[src/rtl/pfail_pkg.sv]
package pfail_pkg;
    typedef enum logic [1:0] {
        ST_NORMAL  = 2'd0,
        ST_DRAIN   = 2'd1,
        ST_PROT    = 2'd2,
        ST_RECOVER = 2'd3
    } pf_state_e;
endpackage

[src/rtl/pfail_sync.sv]
// Multi-bit two-flop synchronizer with a per-bit reset value.
module pfail_sync #(
    parameter int         W       = 2,
    parameter logic [W-1:0] RST_VAL = '0
) (
    input  logic         clk,
    input  logic         rst_n,
    input  logic [W-1:0] d_i,
    output logic [W-1:0] q_o
);
    for (genvar i = 0; i < W; i++) begin : g_bit
        logic meta_q, sync_q;
        always_ff @(posedge clk or negedge rst_n) begin
            if (!rst_n) begin
                meta_q <= RST_VAL[i];
                sync_q <= RST_VAL[i];
            end else begin
                meta_q <= d_i[i];
                sync_q <= meta_q;
            end
        end
        assign q_o[i] = sync_q;
    end
endmodule

[src/rtl/pfail_gate.sv]
// Gates host strobes onto the RAM pins when access is permitted.
module pfail_gate (
    input  logic en_i,
    input  logic ce_i,
    input  logic we_i,
    input  logic oe_i,
    output logic ram_ce_o,
    output logic ram_we_o,
    output logic ram_oe_o,
    output logic dq_drive_o
);
    logic sel;
    assign sel        = en_i & ce_i;
    assign ram_ce_o   = sel;
    assign ram_we_o   = sel & we_i;
    assign ram_oe_o   = sel & oe_i;
    assign dq_drive_o = sel & oe_i & ~we_i;
endmodule

[src/rtl/pfail_guard.sv]
module pfail_guard #(
    parameter int T_WP = 16,
    parameter int T_ER = 4096
) (
    input  logic       clk,
    input  logic       rst_n,
    input  logic       below_desel_i,
    input  logic       below_swo_i,
    input  logic       host_ce_i,
    input  logic       host_we_i,
    input  logic       host_oe_i,
    output logic       ram_ce_o,
    output logic       ram_we_o,
    output logic       ram_oe_o,
    output logic       dq_drive_o,
    output logic       batt_sel_o,
    output logic [1:0] state_o
);
    import pfail_pkg::*;

    localparam int TMAX = (T_WP > T_ER) ? T_WP : T_ER;
    localparam int CW   = $clog2(TMAX + 1);
    localparam logic [CW-1:0] WP_LOAD = CW'(T_WP - 1);
    localparam logic [CW-1:0] ER_LOAD = CW'(T_ER - 1);

    typedef struct packed {
        pf_state_e     st;
        logic [CW-1:0] cnt;
    } seq_t;

    seq_t seq_d, seq_q;

    logic [1:0] flags_s;
    logic       desel_s;
    logic       pass_en;

    // bit 0 = deselect flag (resets asserted), bit 1 = switchover flag
    pfail_sync #(.W(2), .RST_VAL(2'b01)) u_sync (
        .clk   (clk),
        .rst_n (rst_n),
        .d_i   ({below_swo_i, below_desel_i}),
        .q_o   (flags_s)
    );

    assign desel_s    = flags_s[0];
    assign batt_sel_o = flags_s[1];

    always_comb begin
        seq_d = seq_q;
        unique case (seq_q.st)
            ST_NORMAL: begin
                if (desel_s) begin
                    if (host_ce_i) begin
                        seq_d.st  = ST_DRAIN;
                        seq_d.cnt = WP_LOAD;
                    end else begin
                        seq_d.st  = ST_PROT;
                    end
                end
            end
            ST_DRAIN: begin
                if (!host_ce_i || seq_q.cnt == '0) begin
                    seq_d.st = ST_PROT;
                end else begin
                    seq_d.cnt = seq_q.cnt - 1'b1;
                end
            end
            ST_PROT: begin
                if (!desel_s) begin
                    seq_d.st  = ST_RECOVER;
                    seq_d.cnt = ER_LOAD;
                end
            end
            ST_RECOVER: begin
                if (desel_s) begin
                    seq_d.st = ST_PROT;
                end else if (seq_q.cnt == '0) begin
                    seq_d.st = ST_NORMAL;
                end else begin
                    seq_d.cnt = seq_q.cnt - 1'b1;
                end
            end
            default: seq_d.st = ST_PROT;
        endcase
    end

    always_ff @(posedge clk or negedge rst_n) begin
        if (!rst_n) begin
            seq_q.st  <= ST_PROT;
            seq_q.cnt <= '0;
        end else begin
            seq_q <= seq_d;
        end
    end

    assign pass_en = (seq_q.st == ST_NORMAL) || (seq_q.st == ST_DRAIN);
    assign state_o = seq_q.st;

    pfail_gate u_gate (
        .en_i       (pass_en),
        .ce_i       (host_ce_i),
        .we_i       (host_we_i),
        .oe_i       (host_oe_i),
        .ram_ce_o   (ram_ce_o),
        .ram_we_o   (ram_we_o),
        .ram_oe_o   (ram_oe_o),
        .dq_drive_o (dq_drive_o)
    );
endmodule

[config.mk]
export PLATFORM = sky130hd
export DESIGN_NAME = pfail_guard
export DESIGN_NICKNAME = d
export VERILOG_FILES = /design/src/rtl/pfail_pkg.sv /design/src/rtl/pfail_sync.sv /design/src/rtl/pfail_gate.sv /design/src/rtl/pfail_guard.sv
export SDC_FILE = /design/constraint.sdc
export NUM_CORES = 1
export LEC_CHECK = 0
export ABC_AREA = 1
export BUFFER_PORTS_ARGS = -buffer_cell sky130_fd_sc_hd__clkbuf_2
export CORE_MARGIN = 8
export CORE_UTILIZATION = 40
export CTS_BUF_LIST = sky130_fd_sc_hd__clkbuf_2 sky130_fd_sc_hd__clkbuf_4 sky130_fd_sc_hd__clkbuf_8
export DETAILED_ROUTE_END_ITERATION = 12
export MAX_ROUTING_LAYER = met4
export PLACE_DENSITY = 0.69
export SYNTH_ARGS = -nofsm -noshare
export SYNTH_HDL_FRONTEND = slang
export SYNTH_SLANG_ARGS = --single-unit
[constraint.sdc]
create_clock -name clk -period 1.9 [get_ports clk]
set_input_delay 0.19 -clock clk [delete_from_list [all_inputs] [get_ports clk]]
set_output_delay 0.19 -clock clk [all_outputs]
set_load 0.01 [all_outputs]
==> results.md, run 1 <==
* Worst-Margin Slew at about 0.46 ns
* Number of cell rows at 20
* Share of layout cells above drive strength 1 at between 10% and 20%
* Post-cts resize count at 0
* Hold path depth at 4
* Length of the first detailed-routing pass in iterations at 4
* Fraction of power consumed by the clock network at about a tenth
* CTS clock-pin slew for the worst setup and hold paths at roughly 0.12 ns
* Clock Tree Buf Depth at 2
* Tmin final at 1.62 ns
* Most used cells in the layout excluding fill and tap cells: sky130_fd_sc_hd__nand2_1 (88), sky130_fd_sc_hd__nor2_1 (26), sky130_fd_sc_hd__inv_1 (19)
* Share of synthesized area spent on multiplexers at 0%
* Post-synth EDFFs at 0
* Area fraction of the dominant cell type after synthesis at between 30 and 40%
* Final hold violation count at 0
* Number of cell instances on the worst register-to-register path at 8
* Cell type contributing the most total cell area after synthesis: sky130_fd_sc_hd__dfrtp_1
* CTS buffer count at 3
* TritonCTS clock tree: yes
* Die Outline Area at 0.00528 mm²
* Switching power at between 1 and 1.5 mW
* Synthesized area per cell at 6.48 µm²
* Number of distinct library cell variants in the gate-level netlist after synthesis at 22
* Synthesis Warnings at 0
* Clk_lat worst skew at around 0.30 ns
* Synth Area in Adders at a little under 2%
* Worst Path Class, Setup: flip-flop to flip-flop
* Number of slew-limit violations in the final report at 0
* # setup viols final at 0
* Antenna violations before repair at 0
* Hold path startpoint: host_ce_i
* Period Utilization, post-route at between 80% and 90%
* Post-synthesis compound-gate area fraction at between 5 and 6%
* Setup repair after global routing missed its margin: no
* Core area at just over 0.003 mm²
* Startpoint type of the worst setup path: flip-flop
* Routed vias at about 1200
* Effective utilization at floorplan at around 42%
* Dominant combinational cell family by area after synthesis: simple AND/OR/NAND/NOR gates
* Setup TNS after final layout at 0 ns
* Maximum number of pins on one net before global-route repair at 20
* Count of clock tree sinks at 19
* Static leakage at 0.778 nW
* Clock Tree Root: sky130_fd_sc_hd__clkbuf_4
* Run status: complete, no violations
* Worst reg-to-reg setup slack at approximately 0.28 ns
* Max_cap viols at 0
* Relative contribution of sequential cells to total power at 33.1%
* Synth top area cells: sky130_fd_sc_hd__dfrtp_1 (31%), sky130_fd_sc_hd__nand2_1 (26%), sky130_fd_sc_hd__nor2_1 (7.6%)
* Post-route antenna net violation count at 0
* Placed wire-length estimate after detailed placement at about 2000 µm
* Most used DFF post-synth: sky130_fd_sc_hd__dfrtp_1
* Share of synthesized area occupied by flip-flops and latches at a little under two fifths
* Yosys reg bits at 19
* Height of the die at 72.7 µm
* Post-Syn Instances at 198
* Last weighted congestion value of the routability-driven placer at around 0.84
* First-pass GRT wire length at approximately 4600 µm
* Data arrival time of the worst path at ~1.9 ns
* Internal power at ~1.1 mW
* Final worst clock skew at ~0.002 ns
* # H-tree levels at 1
* Worst R2R End: seq_q[8]$_DFFE_PN0P_
* Overall power of the completed layout at approximately 2.3 mW
* Total Routed Length at ~2600 µm
* Global Route Usage Sum at about 11%
* Via density per instance at ~4.6
* Grt total ovfl at 0
* Iter 0 DRT Violations at 108
* IO Port Bufs at 13
* Fraction of synthesized cell area in xor and xnor cells at less than 1%
* Syn_nets at ~210
* Horizontal die dimension at between 70 and 80 µm
* Post-layout nets at ~220
* Post-Synth Simple-Gate Area at approximately 45%
* P per Cell Area at roughly 1600 mW/mm²
* Largest driver fanout on the critical path at 14
* Number of top-level design ports at 14
* Critical path required time at about 2.2 ns
* Synth Cell Area at approximately 0.0013 mm²
* Net switching fraction of the power at approximately 50%
* Routed wire per std cell at a little over 10 µm
* Layout filler cell count at between 300 and 400
* Portion of total power attributed to combinational logic at 57.5%
* Top achievable clock speed at about 0.62 GHz
* Diodes inserted at 0
* Most frequent standard cell in the layout excluding fill and tap cells: sky130_fd_sc_hd__nand2_1
* DRC viols at 0
* Worst slew margin relative to its limit at 69.1%
* Area growth from synthesis to layout at 11.7%
* Share of flip-flops with an asynchronous set or reset at 100%
* Largest voltage drop on the vdd net at between 700 and 800 µV
* Endpoint of the worst hold-timing path: seq_q[0]$_DFFE_PN0P_
* Via count of the first global-routing pass at just over 1000
* Reg-to-reg critical path startpoint: state_o[1]$_DFFE_PN1P_
* Setup crit end kind: flip-flop
* Worst hold slack at around 0.34 ns
* Path class of the lowest-slack min-delay path: input pin to flip-flop
==> routing by layer <==
| layer | global-route usage [%] | vias up | wire length, µm |
|---|---|---|---|
| met4 | 2.67 | 0 | 30 |
| met2 | 16.3 | 32 | 1090 |
| met5 | - | - | 0 |
| met3 | 3.43 | 4 | 155 |
| li1 | - | 638 | - |
| met1 | 14.5 | 503 | 1320 |
==> worst max-delay path by stage <==
stage / from / to / slack (ns) / cells after the start
2_1_floorplan: seq_q[0]$_DFFE_PN0P_ / seq_q[2]$_DFFE_PN0P_ / 0.48 / 10
5_1_grt: state_o[1]$_DFFE_PN1P_ / seq_q[5]$_DFFE_PN0P_ / 0.15 / 8
4_1_cts: state_o[1]$_DFFE_PN1P_ / seq_q[10]$_DFFE_PN0P_ / 0.29 / 8
3_5_place_dp: state_o[1]$_DFFE_PN1P_ / seq_q[10]$_DFFE_PN0P_ / 0.30 / 8
6_report: state_o[1]$_DFFE_PN1P_ / seq_q[8]$_DFFE_PN0P_ / 0.28 / 8
3_3_place_gp: state_o[1]$_DFFE_PN1P_ / seq_q[7]$_DFFE_PN0P_ / 0.31 / 8
==> what timing repair did <==
action / 4_1_cts / 5_1_grt
setup buffers: 0 / 0
hold endpoints to repair: 18 / 0
hold buffers: 3 / 0
==> registers in the layout, indices dropped and copies added, names as in the netlist <==
name	flops
state_o	2
seq_q	13
u_sync.g_bit.sync_q	2
u_sync.g_bit.meta_q	2
==> synthesized netlist by cell type, types with 3 or more instances <==
master	number
sky130_fd_sc_hd__inv_1	19
sky130_fd_sc_hd__nor2_2	3
sky130_fd_sc_hd__dfstp_2	3
sky130_fd_sc_hd__dfrtp_1	16
sky130_fd_sc_hd__o21ai_0	6
sky130_fd_sc_hd__nand2_1	88
sky130_fd_sc_hd__nor2_1	26
sky130_fd_sc_hd__nand3_1	15
==> metrics by stage <==
step                      util [%]  worst slack, ns  cell area, µm²  std cells
after global placement        45.0            0.314            1370        251
after floorplan                  -            0.479            1280        198
final                         47.0            0.281            1430        258
after global routing          47.0            0.146            1430        258
after CTS                     47.0            0.287            1430        258
after detailed placement      45.0            0.303            1370        251
==> power groups by stage <==
stage | Clock [mW] | Sequential (mW) | Combinational [mW]
floorplan | 0 | 0.727 | 1.14
finish | 0.216 | 0.765 | 1.33
global route | 0.245 | 0.785 | 1.55
CTS | 0.226 | 0.760 | 1.34
detailed placement | 0 | 0.767 | 1.33
global placement | 0 | 0.768 | 1.32
==> cell families (layout without fill, tap and decap cells) <==
family | count (synthesis) | count (layout)
simple gates | 139 | 139
compound gates | 10 | 10
buf+inv | 27 | 43
fa+ha+maj | 2 | 2
flops | 19 | 19
xor+xnor | 1 | 1
==> worst max-delay path, cell delays in order (launching register included) <==
cell and delay (ns):
sky130_fd_sc_hd__dfstp_2 0.61, sky130_fd_sc_hd__nor2_1 0.08, sky130_fd_sc_hd__inv_2 0.10, sky130_fd_sc_hd__nor2_1 0.05, sky130_fd_sc_hd__nor2_2 0.15, sky130_fd_sc_hd__nand3_2 0.11, sky130_fd_sc_hd__nor2_4 0.29, sky130_fd_sc_hd__nand2_1 0.10
sky130_fd_sc_hd__nand2_1 0.07
==> area by class of cell <==
cell class                 instances  area [µm²]  area share [%]
multi-input combinational        152         681            47.5
sequential                        19         479            33.4
timing repair buffer              18         110            7.68
inverter                          21        78.8            5.50
tap                               44        55.1            3.84
clock buffer                       3        22.5            1.57
clock inverter                     1        7.51           0.524
Note: power is estimated with default switching activity, not from simulation.
==> run 2, diff against run 1 <==
--- a/config.mk
+++ b/config.mk
@@ -7,7 +7,7 @@
 export LEC_CHECK = 0
 export ABC_AREA = 1
 export BUFFER_PORTS_ARGS = -buffer_cell sky130_fd_sc_hd__clkbuf_2
-export CORE_MARGIN = 8
+export CORE_MARGIN = 4
 export CORE_UTILIZATION = 40
 export CTS_BUF_LIST = sky130_fd_sc_hd__clkbuf_2 sky130_fd_sc_hd__clkbuf_4 sky130_fd_sc_hd__clkbuf_8
 export DETAILED_ROUTE_END_ITERATION = 12
@@ -15,4 +15,5 @@
 export PLACE_DENSITY = 0.69
 export SYNTH_ARGS = -nofsm -noshare
 export SYNTH_HDL_FRONTEND = slang
+export SYNTH_HIERARCHICAL = 1
 export SYNTH_SLANG_ARGS = --single-unit
==> run 2 against run 1 <==
Net effect: area after synthesis down 2.9%; non-clock buffer count fell by 1; worst setup slack worse by 0.095 ns; clock power increased by 5%; sequential share of layout area increased by 0.81 points; synthesized cell count shrank 8.1%; via count fell by 5.1%; register-to-register slack got worse by 0.095 ns; sequential cell count unchanged; sequential power down 2%; first-iteration DRC count down 55%; combinational power rose by 4%; critical path type unchanged; critical endpoint is now seq_q[5]$_DFFE_PN0P_; largest power group unchanged; highest routed layer unchanged.
==> results.md, run 2 <==
* Worst slew margin relative to its limit at 67.8% (-1.3 points)
* Number of slew-limit violations in the final report at 0 (unchanged)
* IO Port Bufs at 13 (unchanged)
* Synth Cell Area at 0.00125 mm² (-2.9%)
* Count of buffers added by post-CTS timing repair for setup at 0 (unchanged)
* Number of flip-flops under the largest register name at 13 (unchanged)
* Last weighted congestion value of the routability-driven placer at 0.839 (-0.31%)
* Core area at 0.00288 mm² (-5.8%)
* Setup crit end kind: flip-flop
* Period Utilization, post-route at 90.2% (+5.0 points)
* P per Cell Area at 1690 mW/mm² (+4.7%)
* Run status: complete, no violations
* Post-synth EDFFs at 0 (unchanged)
* Commonest cells in the synthesized netlist: sky130_fd_sc_hd__nand2_1 (73), sky130_fd_sc_hd__nor2_1 (20), sky130_fd_sc_hd__nand3_1 (17)
* Leading cell type by number of instances after synthesis: sky130_fd_sc_hd__nand2_1
* Post-Syn Instances at 182 (-8.1%)
* Clock Tree Root: sky130_fd_sc_hd__clkbuf_4
* Top achievable clock speed at 0.583 GHz (-5.5%)
* Grt total ovfl at 0 (unchanged)
* Horizontal die dimension at 63.8 µm (-12%)
* Routed wire per std cell at 10.8 µm (+6.9%)
* Die Outline Area at 0.00407 mm² (-23%)
* Routed vias at 1117 (-5.1%)
* Endpoint of the worst hold-timing path: state_o[1]$_DFFE_PN1P_
* Final worst clock skew at 0.00959 ns (+0.00755 ns)
* CTS clock-pin slew for the worst setup and hold paths at 0.12 ns (about the same)
* Via count of the first global-routing pass at 1046 (+3.0%)
* Share of synthesized area occupied by flip-flops and latches at 38.5% (+1.1 points)
* Hold path startpoint: host_ce_i
* Number of cell rows at 19 (-5.0%)
* Iter 0 DRT Violations at 49 (-55%)
* Maximum number of pins on one net before global-route repair at 20 (unchanged)
* Largest register by flop count: seq_q
* Non-Filler Instances at 240 (-7.0%)
* Total Routed Length at 2580 µm (-0.58%)
* Diodes inserted at 0 (unchanged)
* Post-route design area at 0.00140 mm² (-2.4%)
* Post-route antenna net violation count at 0 (unchanged)
* Number of placed instances, taps included at 232 (-7.6%)
* Share of flip-flops with an asynchronous set or reset at 100% (unchanged)
* # setup viols final at 0 (unchanged)
* Length of the first detailed-routing pass in iterations at 4 (unchanged)
* Static leakage at 0.785 nW (+0.92%)
* Path class of the lowest-slack min-delay path: input pin to flip-flop
* Syn_nets at 190 (-8.2%)
* Max_cap viols at 0 (unchanged)
* Tmin final at 1.71 ns (+0.0950 ns)
* Synthesis Warnings at 6 (+6)
* Setup repair after global routing missed its margin: no
* Count of clock tree sinks at 19 (unchanged)
* Share of layout cells above drive strength 1 at 19.2% (+3.3 points)
* Setup TNS after final layout at 0 ns (unchanged)
* Number of distinct library cell variants in the gate-level netlist after synthesis at 24 (+9.1%)
* Antenna violations before repair at 0 (unchanged)
* Yosys reg bits at 19 (unchanged)
* Number of cell instances on the worst register-to-register path at 11 (+3)
* Reg-to-reg critical path startpoint: seq_q[0]$_DFFE_PN0P_
* Global Route Usage Sum at 14.5% (+3.4 points)
* Post-layout nets at 207 (-7.6%)
* Worst Path Class, Setup: flip-flop to flip-flop
* Via density per instance at 4.65 (+2.0%)
* Worst-Margin Slew at 0.484 ns (+0.0194 ns)
* Most frequent standard cell in the layout excluding fill and tap cells: sky130_fd_sc_hd__nand2_1
* Synth top area cells: sky130_fd_sc_hd__dfrtp_1 (32%), sky130_fd_sc_hd__nand2_1 (22%), sky130_fd_sc_hd__nand3_1 (6.8%)
* DRC viols at 0 (unchanged)
* Number of top-level design ports at 14 (unchanged)
* Area growth from synthesis to layout at 12.3%
* Startpoint type of the worst setup path: flip-flop
* Data arrival time of the worst path at 1.91 ns (+0.04 ns)
* Effective utilization at floorplan at 43.3% (+1.3 points)
* Cell type contributing the most total cell area after synthesis: sky130_fd_sc_hd__dfrtp_1
* Most used DFF post-synth: sky130_fd_sc_hd__dfrtp_1
* Most used cells in the layout excluding fill and tap cells: sky130_fd_sc_hd__nand2_1 (72), sky130_fd_sc_hd__nor2_1 (20), sky130_fd_sc_hd__nand3_1 (17)
* Clk_lat worst skew at 0.30 ns (about the same)
* Synthesized area per cell at 6.85 µm² (+5.6%)
* Instance area after placement at 0.00133 mm² (-3.5%)
* Hold path depth at 4 (unchanged)
* # H-tree levels at 1 (unchanged)
* Worst R2R End: seq_q[5]$_DFFE_PN0P_
* Critical path required time at 2.10 ns (-0.05 ns)
* CTS buffer count at 3 (unchanged)
* Clock Tree Buf Depth at 2 (unchanged)
* TritonCTS clock tree: yes
* Largest voltage drop on the vdd net at 765 µV (+1.9%)
* Largest driver fanout on the critical path at 6 (-8)
* Height of the die at 63.8 µm (-12%)
* Area fraction of the dominant cell type after synthesis at 32.1% (+0.94 points)
* Worst reg-to-reg setup slack at 0.19 ns (-0.10 ns)
* First-pass GRT wire length at 4650 µm (+0.89%)
* Post-Route Utilization at 48.7% (+1.7 points)
* Placed wire-length estimate after detailed placement at 1880 µm (-4.2%)
* Final hold violation count at 0 (unchanged)
## run 2: per-layer routing
metal	wire (µm)	track usage, %
met5	0	-
met1	1310	20.0
met3	95	3.15
met4	19	2.43
met2	1150	22.2
## run 2: area by class of cell
cell class / count / area, µm²
multi-input cells: 138 / 661
flip-flops and latches: 19 / 479
inverters: 20 / 75.1
fillers: 296 / 1480
repair buffers: 17 / 103
clock buffers: 4 / 30.0
well taps: 42 / 52.6
## run 2: metrics by stage
step	power, mW	setup WS (ns)	hold WS [ns]
after floorplan	1.83	0.366	-0.106
after global placement	2.07	0.230	0.172
after detailed placement	2.09	0.179	0.180
after CTS	2.33	0.156	0.259
after global routing	2.64	0.0143	0.313
final	2.36	0.186	0.261
## run 2: power breakdown
| part | switching, mW | internal, mW |
|---|---|---|
| logic | 0.898 | 0.484 |
| registers | 0.171 | 0.581 |
| clock network | 0.131 | 0.0961 |
## run 2: cell families after synthesis
group	synth area share, %
and+or+nand+nor	46.1
buffers and inverters	9.64
DFF	38.5
AOI/OAI and AO/OA	3.41
xor gates and xnor gates	1.41
adders and majority gates	1.00
## run 2: timing repair
item                                    CTS  global route
resized for setup                         0             2
hold buffers                              3             0
endpoints found under the setup margin    0             7
endpoints found under the hold margin    18             0
## run 2: worst max path at each step
stage | from | endpoint | slack, ns
CTS | seq_q[0]$_DFFE_PN0P_ | seq_q[5]$_DFFE_PN0P_ | 0.16
global route | seq_q[0]$_DFFE_PN0P_ | seq_q[11]$_DFFE_PN0P_ | 0.01
finish | seq_q[0]$_DFFE_PN0P_ | seq_q[5]$_DFFE_PN0P_ | 0.19
detailed placement | seq_q[0]$_DFFE_PN0P_ | seq_q[5]$_DFFE_PN0P_ | 0.18
floorplan | seq_q[0]$_DFFE_PN0P_ | seq_q[6]$_DFFE_PN0P_ | 0.37
global placement | seq_q[0]$_DFFE_PN0P_ | seq_q[3]$_DFFE_PN0P_ | 0.23
## run 2: worst max-delay path: stages (launching register included)
cell and delay (ns):
sky130_fd_sc_hd__dfrtp_1 0.40, sky130_fd_sc_hd__inv_1 0.10, sky130_fd_sc_hd__ha_1 0.23, sky130_fd_sc_hd__nand2_1 0.14, sky130_fd_sc_hd__nor2_4 0.16, sky130_fd_sc_hd__nand2_2 0.10
sky130_fd_sc_hd__nand2_2 0.09, sky130_fd_sc_hd__nand2_4 0.08, sky130_fd_sc_hd__nand2_2 0.13, sky130_fd_sc_hd__nor2_4 0.08, sky130_fd_sc_hd__nand2_1 0.06, sky130_fd_sc_hd__nand2_1 0.05
==> run 3, diff against run 2 <==
--- a/config.mk
+++ b/config.mk
@@ -13,6 +13,7 @@
 export DETAILED_ROUTE_END_ITERATION = 12
 export MAX_ROUTING_LAYER = met4
 export PLACE_DENSITY = 0.69
+export RECOVER_POWER = 100
 export SYNTH_ARGS = -nofsm -noshare
 export SYNTH_HDL_FRONTEND = slang
 export SYNTH_HIERARCHICAL = 1
==> run 3 against run 2 <==
Net effect: hold slack better by 0.0060 ns; die area unchanged; final cell count unchanged; critical endpoint unchanged; non-clock buffer count unchanged; via count about the same.
==> results.md, run 3 (synthesized netlist as in run 2, its figures left out) <==
* Placed wire-length estimate after detailed placement at 1880 µm (unchanged)
* Antenna violations before repair at 0 (unchanged)
* P per Cell Area at 1690 mW/mm² (about the same)
* Largest driver fanout on the critical path at 6 (unchanged)
* Global Route met3 Usage at 3.15% (unchanged)
* Internal power at 1.14 mW (-1.7%)
* Global Route Usage Sum at 14.5% (unchanged)
* Overall power of the completed layout at 2.34 mW (-1.0%)
* Fraction of power consumed by the clock network at 9.7% (about the same)
* Diodes inserted at 0 (unchanged)
* Final worst clock skew at 0.0108 ns (+0.00118 ns)
* Max_cap viols at 0 (unchanged)
* Final hold violation count at 0 (unchanged)
* Place WS at 0.179 ns (unchanged)
* Path class of the lowest-slack min-delay path: input pin to flip-flop
* CTS buffer count at 3 (unchanged)
* Via density per instance at 4.65 (about the same)
* Global routing usage on met1 at 20.0% (unchanged)
* Count of buffers added by post-CTS timing repair for setup at 0 (unchanged)
* Setup TNS after final layout at 0 ns (unchanged)
* Setup crit end kind: flip-flop
* Last weighted congestion value of the routability-driven placer at 0.839 (unchanged)
* Number of slew-limit violations in the final report at 0 (unchanged)
* First-pass GRT wire length at 4650 µm (unchanged)
* Length of the first detailed-routing pass in iterations at 4 (unchanged)
* Post-route worst setup slack at 0.154 ns (-0.0322 ns)
* CTS clock-pin slew for the worst setup and hold paths at 0.12 ns (about the same)
* Grt total ovfl at 0 (unchanged)
* Most frequent standard cell in the layout excluding fill and tap cells: sky130_fd_sc_hd__nand2_1
* Layout filler cell count at 297 (+0.34%)
* # H-tree levels at 1 (unchanged)
* Total area of multi-input combinational cells at 656 µm² (-0.76%)
* Post-route antenna net violation count at 0 (unchanged)
* # setup viols final at 0 (unchanged)
* Horizontal die dimension at 63.8 µm (unchanged)
* Effective utilization at floorplan at 43.3% (unchanged)
* Maximum number of pins on one net before global-route repair at 20 (unchanged)
* Worst slew margin relative to its limit at 30.9% (-37 points)
* Run status: complete, no violations
* Number of top-level design ports at 14 (unchanged)
* DRC viols at 0 (unchanged)
* IO Port Bufs at 13 (unchanged)
* Portion of total power attributed to combinational logic at 58.4% (-0.2 points)
* Area growth from synthesis to layout at 11.2%
* Global routing met2 resource utilization at 22.2% (unchanged)
* Height of the die at 63.8 µm (unchanged)
* Via count of the first global-routing pass at 1046 (unchanged)
* Static leakage at 0.768 nW (-2.3%)
* Net switching fraction of the power at 51.1% (+0.32 points)
* TritonCTS clock tree: yes
* Clock Tree Buf Depth at 2 (unchanged)
* Post-route design area at 0.00139 mm² (-0.98%)
* Tmin final at 1.75 ns (+0.0322 ns)
* Critical path required time at 2.14 ns (+0.04 ns)
* Routed vias at 1116 (-0.090%)
* Worst Path Class, Setup: flip-flop to flip-flop
* Clk_lat worst skew at 0.30 ns (about the same)
* Startpoint type of the worst setup path: flip-flop
* Worst-Margin Slew at 1.04 ns (+0.553 ns)
* Clock Tree Root: sky130_fd_sc_hd__clkbuf_4
* Number of cell rows at 19 (unchanged)
* Post-layout nets at 207 (unchanged)
* Routed wire per std cell at 10.8 µm (+0.27%)
* Count of clock tree sinks at 19 (unchanged)
* Setup repair after global routing missed its margin: no
* Number of flip-flops under the largest register name at 13 (unchanged)
* Combined flip-flop and latch cell area at 479 µm² (unchanged)
* Data arrival time of the worst path at 1.99 ns (+0.08 ns)
* Gr busiest metal: met2
* Core area at 0.00288 mm² (unchanged)
* Share of layout cells above drive strength 1 at 15.7% (-3.5 points)
* Largest voltage drop on the vdd net at 761 µV (-0.44%)
* Period Utilization, post-route at 91.9% (+1.7 points)
* Worst hold slack at 0.267 ns (+0.00605 ns)
* Relative contribution of sequential cells to total power at 32.0% (+0.2 points)
* Switching power at 1.19 mW (-0.39%)
* Iter 0 DRT Violations at 52 (+6.1%)
* Top achievable clock speed at 0.573 GHz (-1.8%)
* Die Outline Area at 0.00407 mm² (unchanged)
* Total Routed Length at 2590 µm (+0.27%)
* Largest register by flop count: seq_q
* Most used cells in the layout excluding fill and tap cells: sky130_fd_sc_hd__nand2_1 (72), sky130_fd_sc_hd__nor2_1 (20), sky130_fd_sc_hd__nand3_1 (18)
* Instance area after placement at 0.00133 mm² (unchanged)
run 3: layout make-up:
class | instances | area share [%]
multi-input cells | 138 | 47.3
repair buffers | 17 | 6.77
flip-flops and latches | 19 | 34.6
well taps | 42 | 3.79
inverters | 20 | 5.42
clock buffers | 4 | 2.17
run 3: power by group through the flow:
stage          registers (mW)  logic [mW]  clock network [mW]
4_1_cts                 0.747        1.34               0.237
6_report                0.747        1.36               0.226
3_3_place_gp            0.755        1.32                   0
5_1_grt                 0.770        1.59               0.257
2_1_floorplan           0.716        1.12                   0
3_5_place_dp            0.756        1.33                   0
run 3: per-layer routing:
layer	share of wire, %	routed length [µm]	vias up
met2	44	1150	19
met4	0.73	19	0
met1	51	1330	503
li1	-	-	592
met5	0	0	-
met3	3.7	97	2
run 3: timing repair:
item                                    in CTS  in global routing
endpoints found under the setup margin       0                  7
hold buffers                                 3                  0
resized for setup                            0                  2
endpoints found under the hold margin       18                  0
run 3: stage by stage:
step	utilization, %	cells
2_1_floorplan	-	182
3_3_place_gp	46.1	232
4_1_cts	48.2	239
6_report	48.2	240
3_5_place_dp	46.1	232
5_1_grt	48.2	240
run 3: worst paths after layout:
check	slack [ns]	to	cells after the start	from
max in group asynchronous	0.69	seq_q[4]$_DFFE_PN0P_	2	rst_n
worst min register to register	0.36	u_sync/g_bit[1].sync_q$_DFF_PN0_	0	u_sync/g_bit[1].meta_q$_DFF_PN0_
worst min-delay path	0.27	state_o[1]$_DFFE_PN1P_	4	host_ce_i
min in group asynchronous	0.58	state_o[0]$_DFFE_PN0P_	2	rst_n
worst max-delay path	0.15	seq_q[5]$_DFFE_PN0P_	8	state_o[1]$_DFFE_PN1P_
worst max register to register	0.15	seq_q[5]$_DFFE_PN0P_	8	state_o[1]$_DFFE_PN1P_
run 3: critical path: stages (launching register included):
cell	delay (ns)
sky130_fd_sc_hd__dfstp_1	0.62
sky130_fd_sc_hd__inv_2	0.08
sky130_fd_sc_hd__nand2_1	0.16
sky130_fd_sc_hd__o21ai_1	0.13
sky130_fd_sc_hd__nor2_4	0.20
sky130_fd_sc_hd__nand2_2	0.14
sky130_fd_sc_hd__nor2_4	0.20
sky130_fd_sc_hd__nand2_1	0.07
sky130_fd_sc_hd__nand2_1	0.06
